[src/rtl/mdio_mgmt_pkg.sv]
package mdio_mgmt_pkg;

    localparam int FRAME_BITS    = 64;
    localparam int PRE_BITS      = 32;
    localparam int RD_DRIVE_BITS = 46;
    localparam int DATA_FIRST    = 48;
    localparam int DATA_W        = 16;
    localparam int FIELD_W       = 5;
    localparam int ADDR_OP_BIT   = 10;
    localparam int CTRL_GO_BIT   = 0;
    localparam int CTRL_EN_BIT   = 3;

    typedef enum logic [1:0] {
        SEL_ADDR  = 2'd0,
        SEL_WDATA = 2'd1,
        SEL_RDATA = 2'd2,
        SEL_CTRL  = 2'd3
    } host_sel_e;

    typedef struct packed {
        logic               is_read;
        logic [FIELD_W-1:0] phy;
        logic [FIELD_W-1:0] regad;
        logic [DATA_W-1:0]  wdata;
    } mdio_req_t;

    function automatic logic [FRAME_BITS-1:0] build_frame(input mdio_req_t r);
        logic [1:0]        op;
        logic [1:0]        ta;
        logic [DATA_W-1:0] dat;
        op  = r.is_read ? 2'b10 : 2'b01;
        ta  = r.is_read ? 2'b11 : 2'b10;
        dat = r.is_read ? {DATA_W{1'b1}} : r.wdata;
        return {{PRE_BITS{1'b1}}, 2'b01, op, r.phy, r.regad, ta, dat};
    endfunction

endpackage

[src/rtl/mdio_clk_div.sv]
module mdio_clk_div #(
    parameter int CLK_HALF = 25
) (
    input  logic clk,
    input  logic rst,
    input  logic run,
    output logic mdc,
    output logic rise_tick,
    output logic fall_tick
);
    localparam int CW = (CLK_HALF > 1) ? $clog2(CLK_HALF) : 1;

    logic [CW-1:0] cnt;
    logic          wrap;

    assign wrap      = (cnt == CW'(CLK_HALF - 1));
    assign rise_tick = run && wrap && !mdc;
    assign fall_tick = run && wrap && mdc;

    always_ff @(posedge clk) begin
        if (rst || !run) begin
            cnt <= '0;
            mdc <= 1'b0;
        end else if (wrap) begin
            cnt <= '0;
            mdc <= ~mdc;
        end else begin
            cnt <= cnt + 1'b1;
        end
    end

    p_idle_low_r9: assert property (@(posedge clk) disable iff (rst)
        !run |=> !mdc);
    p_rise_needs_run_r9: assert property (@(posedge clk) disable iff (rst)
        $rose(mdc) |-> $past(run));

endmodule

[src/rtl/mdio_frame_engine.sv]
module mdio_frame_engine
    import mdio_mgmt_pkg::*;
(
    input  logic              clk,
    input  logic              rst,
    input  logic              start,
    input  mdio_req_t         req,
    input  logic              mdio_i,
    input  logic              rise_tick,
    input  logic              fall_tick,
    output logic              busy,
    output logic              mdio_o,
    output logic              mdio_oe,
    output logic [DATA_W-1:0] rd_data
);
    localparam int IW = $clog2(FRAME_BITS);

    logic [IW-1:0]         idx;
    logic [FRAME_BITS-1:0] sr;
    logic                  is_rd;
    logic [DATA_W-1:0]     rd_sr;
    logic                  last;

    assign last    = busy && fall_tick && (idx == IW'(FRAME_BITS - 1));
    assign mdio_o  = busy ? sr[FRAME_BITS-1] : 1'b0;
    assign mdio_oe = busy && (!is_rd || (idx < IW'(RD_DRIVE_BITS)));

    always_ff @(posedge clk) begin
        if (rst) begin
            busy    <= 1'b0;
            idx     <= '0;
            sr      <= '0;
            is_rd   <= 1'b0;
            rd_sr   <= '0;
            rd_data <= '0;
        end else if (start && !busy) begin
            busy  <= 1'b1;
            idx   <= '0;
            sr    <= build_frame(req);
            is_rd <= req.is_read;
        end else if (busy) begin
            if (rise_tick && is_rd && (idx >= IW'(DATA_FIRST)))
                rd_sr <= {rd_sr[DATA_W-2:0], mdio_i};
            if (last) begin
                busy <= 1'b0;
                if (is_rd) rd_data <= rd_sr;
            end else if (fall_tick) begin
                idx <= idx + 1'b1;
                sr  <= {sr[FRAME_BITS-2:0], 1'b0};
            end
        end
    end

    p_frame_hold_r8: assert property (@(posedge clk) disable iff (rst)
        (busy && !fall_tick) |=> $stable(sr));
    p_end_at_last_r3: assert property (@(posedge clk) disable iff (rst)
        $fell(busy) |-> ($past(idx) == IW'(FRAME_BITS - 1)));
    p_rd_released_r6: assert property (@(posedge clk) disable iff (rst)
        (busy && is_rd && rise_tick && (idx >= IW'(DATA_FIRST))) |-> !mdio_oe);
    p_ticks_exclusive_r9: assert property (@(posedge clk) disable iff (rst)
        !(rise_tick && fall_tick));

endmodule

[src/rtl/mdio_mgmt_master.sv]
module mdio_mgmt_master
    import mdio_mgmt_pkg::*;
#(
    parameter int CLK_HALF = 25
) (
    input  logic        clk,
    input  logic        rst,
    input  logic        host_we,
    input  logic [1:0]  host_sel,
    input  logic [31:0] host_wdata,
    output logic [31:0] host_rdata,
    input  logic        mdio_i,
    output logic        mdc,
    output logic        mdio_o,
    output logic        mdio_oe
);
    logic [ADDR_OP_BIT:0] addr_q;
    logic [DATA_W-1:0]    wdata_q;
    logic                 en_q;
    logic                 busy;
    logic                 rise_tick;
    logic                 fall_tick;
    logic                 start;
    logic                 ctrl_wr;
    logic [DATA_W-1:0]    rd_data;
    mdio_req_t            req;
    host_sel_e            sel;

    assign sel     = host_sel_e'(host_sel);
    assign ctrl_wr = host_we && (sel == SEL_CTRL);
    assign start   = ctrl_wr && host_wdata[CTRL_GO_BIT] && host_wdata[CTRL_EN_BIT] && !busy;

    assign req.is_read = addr_q[ADDR_OP_BIT];
    assign req.phy     = addr_q[2*FIELD_W-1:FIELD_W];
    assign req.regad   = addr_q[FIELD_W-1:0];
    assign req.wdata   = wdata_q;

    always_ff @(posedge clk) begin
        if (rst) begin
            addr_q  <= '0;
            wdata_q <= '0;
            en_q    <= 1'b0;
        end else if (host_we) begin
            case (sel)
                SEL_ADDR:  addr_q  <= host_wdata[ADDR_OP_BIT:0];
                SEL_WDATA: wdata_q <= host_wdata[DATA_W-1:0];
                SEL_CTRL:  en_q    <= host_wdata[CTRL_EN_BIT];
                default:   ;
            endcase
        end
    end

    always_comb begin
        host_rdata = '0;
        case (sel)
            SEL_ADDR:  host_rdata[ADDR_OP_BIT:0] = addr_q;
            SEL_WDATA: host_rdata[DATA_W-1:0]    = wdata_q;
            SEL_RDATA: host_rdata[DATA_W-1:0]    = rd_data;
            SEL_CTRL: begin
                host_rdata[CTRL_GO_BIT] = busy;
                host_rdata[CTRL_EN_BIT] = en_q;
            end
            default: ;
        endcase
    end

    mdio_clk_div #(.CLK_HALF(CLK_HALF)) u_div (
        .clk       (clk),
        .rst       (rst),
        .run       (busy),
        .mdc       (mdc),
        .rise_tick (rise_tick),
        .fall_tick (fall_tick)
    );

    mdio_frame_engine u_eng (
        .clk       (clk),
        .rst       (rst),
        .start     (start),
        .req       (req),
        .mdio_i    (mdio_i),
        .rise_tick (rise_tick),
        .fall_tick (fall_tick),
        .busy      (busy),
        .mdio_o    (mdio_o),
        .mdio_oe   (mdio_oe),
        .rd_data   (rd_data)
    );

    p_gate_by_enable_r4: assert property (@(posedge clk) disable iff (rst)
        (ctrl_wr && !host_wdata[CTRL_EN_BIT] && !busy) |=> !busy);
    p_idle_no_drive_r10: assert property (@(posedge clk) disable iff (rst)
        !busy |-> !mdio_oe);

endmodule

[config.mk]
export PLATFORM = sky130hd
export DESIGN_NAME = mdio_mgmt_master
export DESIGN_NICKNAME = d
export VERILOG_FILES = /design/src/rtl/mdio_mgmt_pkg.sv /design/src/rtl/mdio_clk_div.sv /design/src/rtl/mdio_frame_engine.sv /design/src/rtl/mdio_mgmt_master.sv
export SDC_FILE = /design/constraint.sdc
export NUM_CORES = 1
export LEC_CHECK = 0
export BUFFER_PORTS_ARGS = -buffer_cell sky130_fd_sc_hd__clkbuf_2
export CAP_MARGIN = 20
export CORE_MARGIN = 5
export CORE_UTILIZATION = 30
export CTS_CLUSTER_DIAMETER = 30
export DETAILED_ROUTE_END_ITERATION = 16
export PLACE_DENSITY = 0.54
export SLEW_MARGIN = 20
export SYNTH_ARGS = -nofsm -noshare
export SYNTH_HDL_FRONTEND = slang
export SYNTH_SLANG_ARGS = --single-unit
[constraint.sdc]
create_clock -name clk -period 2.2 [get_ports clk]
set_input_delay 0.22 -clock clk [delete_from_list [all_inputs] [get_ports clk]]
set_output_delay 0.22 -clock clk [all_outputs]
set_load 0.005 [all_outputs]
Yosys cells after proc, flatten, opt, wreduce, memory -nomap -nowiden
Cells that the tools add are included.
Storage, ports and cells
  bits in registers: 138
  input bits: 38
  logic and storage cells: 71
Cells by class
  add/sub/neg operators: 2
  order comparisons: 2
  equality and inequality tests: 6
  mux-type cells: 16
  bitwise operators: 3
  reduce and logical (&&, ||, !) cells: 30
Operator list (number)
  $mux W64: 4
  $pmux W7 S3: 1
  $mux W16: 1
  $logic_and A1 B1 Y1: 13
  $pmux W5 S2: 1
  $reduce_and A3 Y1: 3
  $pmux W1 S4: 2
  $add A6 B1 Y6 const B: 1
  $eq A6 B6 Y1 const B: 1
  $ge A6 B6 Y1 const B: 1
  $lt A6 B6 Y1 const B: 1
  $pmux W2 S3: 1
  $reduce_and A2 Y1: 3
  $add A5 B1 Y5 const B: 1
  $eq A5 B5 Y1 const B: 1
  $mux W1: 5
  $eq A2 B2 Y1 const B: 2
  $reduce_and A4 Y1: 1
  $reduce_bool A2 Y1: 2
  $reduce_or A2 Y1: 2
  $logic_not A1 Y1: 3
  $not A1 Y1: 3
  $eq A2 B1 Y1 const B: 1
  $logic_not A2 Y1: 1
  other kinds (3): 4

Depth between registers and ports, before layout
  depth in word-level cells: 8
  depth in mapped cells: 9
  mapped depth without buffers: 6

By module
Synthesis repeated with hierarchy kept, for this count alone.
Unflattened totals
  cells, all modules: 717
  area, all modules: 6194.7 µm²
Modules (own cells, without submodules)
  mdio_frame_engine: instances 1, cells an instance 497, area each 4221.5 µm², sequential area each 2082.0 µm²
  mdio_mgmt_master: instances 1, cells an instance 192, area each 1705.4 µm², sequential area each 560.5 µm²
  mdio_clk_div: instances 1, cells an instance 28, area each 267.8 µm², sequential area each 120.1 µm²

Worst setup path before layout
OpenSTA, ideal clock, no wires.
  path kind: register -> register
  from: reg u_eng.idx[1]
  to: reg u_eng.rd_data[1]
  arrival: 1622 ps
  data required time: 2068 ps
  path slack: 446 ps
  cell stages (with the launch flop): 8
  path buffers: 2
  clock period less this slack: 1754 ps
  cells stage by stage: dfxtp_1 ha_1 nand3_1 or4_1 buf_2 buf_6 nand2_1 a21oi_1
Between the ends
  word-level cells in the longest chain between the ends: 3
Ends and longest elaborated chain
  from (decl): line mdio_frame_engine.sv:18  | logic [IW-1:0] idx;
  from (signal assigned): line mdio_frame_engine.sv:48  | idx <= idx + 1'b1;
  $eq A6 B6 Y1: line mdio_frame_engine.sv:24  | assign last = busy && fall_tick && (idx == IW'(FRAME_BITS - 1));
  $logic_and A1 B1 Y1: line mdio_frame_engine.sv:24
  $reduce_and A4 Y1 (no line)
  to (signal assigned): line mdio_frame_engine.sv:46  | if (is_rd) rd_data <= rd_sr;
  to (decl): line mdio_frame_engine.sv:14  | output logic [DATA_W-1:0] rd_data
No other way between the ends.
A chain may end at the register's enable or synchronous reset.

Worst setup path in the final report
  from: reg u_eng.idx[0]
  to: reg u_eng.sr[27]
Between the ends
  word-level cells in the longest chain between the ends: 4
Ends and longest elaborated chain
  $eq A6 B6 Y1: line mdio_frame_engine.sv:24
  $logic_and A1 B1 Y1: line mdio_frame_engine.sv:24
  $ne A2 B2 Y1 (no line)
  $reduce_and A3 Y1 (no line)
  to (signal assigned): line mdio_frame_engine.sv:39  | sr <= build_frame(req);
  to (signal assigned): line mdio_frame_engine.sv:49  | sr <= {sr[FRAME_BITS-2:0], 1'b0};
  to (decl): line mdio_frame_engine.sv:19  | logic [FRAME_BITS-1:0] sr;
No other way between the ends.

==> reports/metrics.cfg <==
[status]
outcome=complete, no violations

[die]
dieHeight_microns=149
rows=50
die_area_sq_mm=0.0221
die_x_microns=149
io_pins=73
start_util=0.306
coreArea_sq_mm=0.0188

[detailed_routing]
vias_per_cell=4.84
drt-initial-drc-count=289
ant_nets=0
drc_errors=0
wl_per_cell_microns=14.3
num_vias=4888
routed_wl_mm=14.4
dr.pass1.iters=5

[setup_path]
end_kind=flip-flop
crit_path_start_kind=flip-flop
crit_path_top_delay_cell=a311oi_4
crit_required_ps=2540
crit_arrival_ps=2350
crit_fanout=32
cp_cell_sequence=ha_1, and3_1, a311oi_4, buf_12, buf_4, a22oi_1, a21oi_1
crit_type=flip-flop to flip-flop
cpPeakStageDelay_ps=360

[clock_network]
postCtsSetupRepairBufs=0
postCtsResizedCells=0
max-clock-path-buffers=2
htree_levels=4
cts.sink_count=138
path_clk_slew_ps=60
numCtsBuffers=17
cts_tree=done
clock_latency_ps=420
cts_root_buffer=clkbuf_16
hold_buffers=2

[synth]
yosysTopAreaCellShare=0.479
ys_seq_area_frac=0.479
synth_cell_type_count=40
ys.flop_type=dfxtp_1
syn_area_sq_mm=0.00577
yosys_warnings=0
ys_async_sr_fraction=0
syn_inst=718
synth-edff-count=0
synth_top_cell_by_area=dfxtp_1
avgSynthCellArea_sq_um=8.04
ys_seq_elements=138
netlist_top_cells_area=dfxtp_1 (48%), a21oi_1 (10%), nand2_1 (10%)

[sta]
min_period_over_period=0.912
setup_ws_ps=193
tns_ps=0
worstMarginPinSlew_ps=669
hold_violations=0
finalSetupViolations=0
relSlewSlack=0.554
period_needed_ps=2010
skew_ps=9.07
rsz0062_at_grt=false
finalMaxSlewViolations=0
timing.fmax_mhz=498

[placement]
gp_congestion=0.790
hpwl_mm=9.38
numPortBuffers=40
dpl_worst_slack_ps=158

[global_route]
track_usage=0.132
grt_antenna_before_repair=0
grt_pass1_wl_mm=23.5
grt_overflow=0
grt_max_degree=66
grt_pass1_vias=4459

[power]
switching_share=0.234
power_leakage_nw=2.36
ir_worst_vdd_uv=528
p_sw_w=0.00132
power_frac_comb=0.038
power_density_mw_per_mm2=825
p_clk_frac=0.507
intPower_w=0.00430
p_seq_frac=0.456

[finish]
layout-drive-gt1-share=0.134
finalNetCount=783
diodes=0
fillers=1991
syn2layout_area_growth_pct=18.0

[worst_hold_path]
hp-class=input port to flip-flop

[job]
maxCapViolCount=0

[stage by stage]
step                hold slack, ps  instances  cell area (sq um)  power (W)   util
detailed placement             444        975               6200    0.00282  0.329
finish                        13.4       1009               6810    0.00561  0.361
CTS                          0.205       1009               6810    0.00569  0.361
floorplan                      356        733               5830    0.00276      -
global placement               441        975               6200    0.00282  0.329
global route                  5.62       1009               6810    0.00583  0.361
[kinds of logic (layout without fill, tap and decap cells)]
group | Yosys count | after routing | synth area share
AO/OA/AOI/OAI | 186 | 186 | 0.187
XOR/XNOR | 5 | 5 | 0.00759
adder cells (fa/ha/maj) | 9 | 9 | 0.0195
buffers and inverters | 86 | 102 | 0.0733
flip-flops | 138 | 138 | 0.479
multiplexers | 2 | 2 | 0.00347
other | 1 | 16 | 0.000650
AND/OR/NAND/NOR | 291 | 291 | 0.230
[state kept, by name, indices dropped and copies added, names as in the netlist]
register and count:
u_div.mdc 1, en_q 1, u_div.cnt 5, u_eng.rd_sr 16, addr_q 11, u_eng.sr 64
u_eng.is_rd 1, wdata_q 16, u_eng.busy 1, u_eng.idx 6, u_eng.rd_data 16
[power groups by stage]
stage          sequential (W)  combinational, W  clock, W
6_report              0.00256          0.000211   0.00285
5_1_grt               0.00256          0.000236   0.00304
4_1_cts               0.00256          0.000211   0.00292
3_5_place_dp          0.00261          0.000209         0
3_3_place_gp          0.00261          0.000209         0
2_1_floorplan         0.00260          0.000155         0
[cells in the final DEF, fill, tap and decap left out, types with 8 or more instances in the layout]
cell	n
a21oi_1	116
a222oi_1	11
a22oi_1	15
a31oi_1	19
buf_4	16
clkbuf_16	17
clkbuf_2	39
conb_1	16
dfxtp_1	138
ha_1	9
inv_1	8
nand2_1	154
nand3_1	35
nor2_1	16
nor3_1	60
o21ai_0	19
[final cells by class]
cell class | count | area, sq um | area share
Timing Repair Buffer | 62 | 435 | 0.0640
Inverter | 8 | 30.0 | 0.00441
Clock inverter | 15 | 165 | 0.0243
Clock buffer | 17 | 425 | 0.0625
Sequential cell | 138 | 2760 | 0.406
Tap cell | 260 | 325 | 0.0478
Multi-Input combinational cell | 509 | 2660 | 0.391
[synthesized netlist by cell type, types with 3 or more instances]
library cell,n
a21oi_1,116
a222oi_1,11
a22oi_1,15
a31oi_1,19
and2_1,5
buf_1,4
buf_2,14
buf_4,20
clkbuf_1,39
dfxtp_1,138
ha_1,9
inv_1,8
nand2_1,154
nand3_1,35
nor2_1,16
nor2b_1,5
nor3_1,60
o21ai_0,19
or3_1,4
xnor2_1,3
[worst max-delay path: cells and delay by family, from the launching register on]
family                     cells  cell delay (ps)
DFF                            1              340
buffers and inverters          2              450
AOI/OAI and AO/OA              3              610
and+or+nand+nor                1              260
adders and majority gates      1              240
[path summary, 6_finish.rpt]
| check | start | slack [ps] | cells after the start | to |
|---|---|---|---|---|
| worst min-delay path | host_wdata[11] | 10 | 3 | wdata_q[11] |
| worst max-delay path | u_eng.idx[0] | 190 | 7 | u_eng.sr[27] |
| worst max register to register | u_eng.idx[0] | 190 | 7 | u_eng.sr[27] |
| worst min register to register | u_eng.rd_sr[15] | 450 | 2 | u_eng.rd_data[15] |
[metal layers]
| layer | vias up | GRT usage | routed length [microns] |
|---|---|---|---|
| li1 | 2506 | - | - |
| met4 | 0 | 0.0443 | 168 |
| met2 | 85 | 0.209 | 7060 |
| met1 | 2283 | 0.175 | 6650 |
| met3 | 14 | 0.0341 | 557 |
| met5 | - | 0 | 0 |
Power figures use the tool's default switching activity.
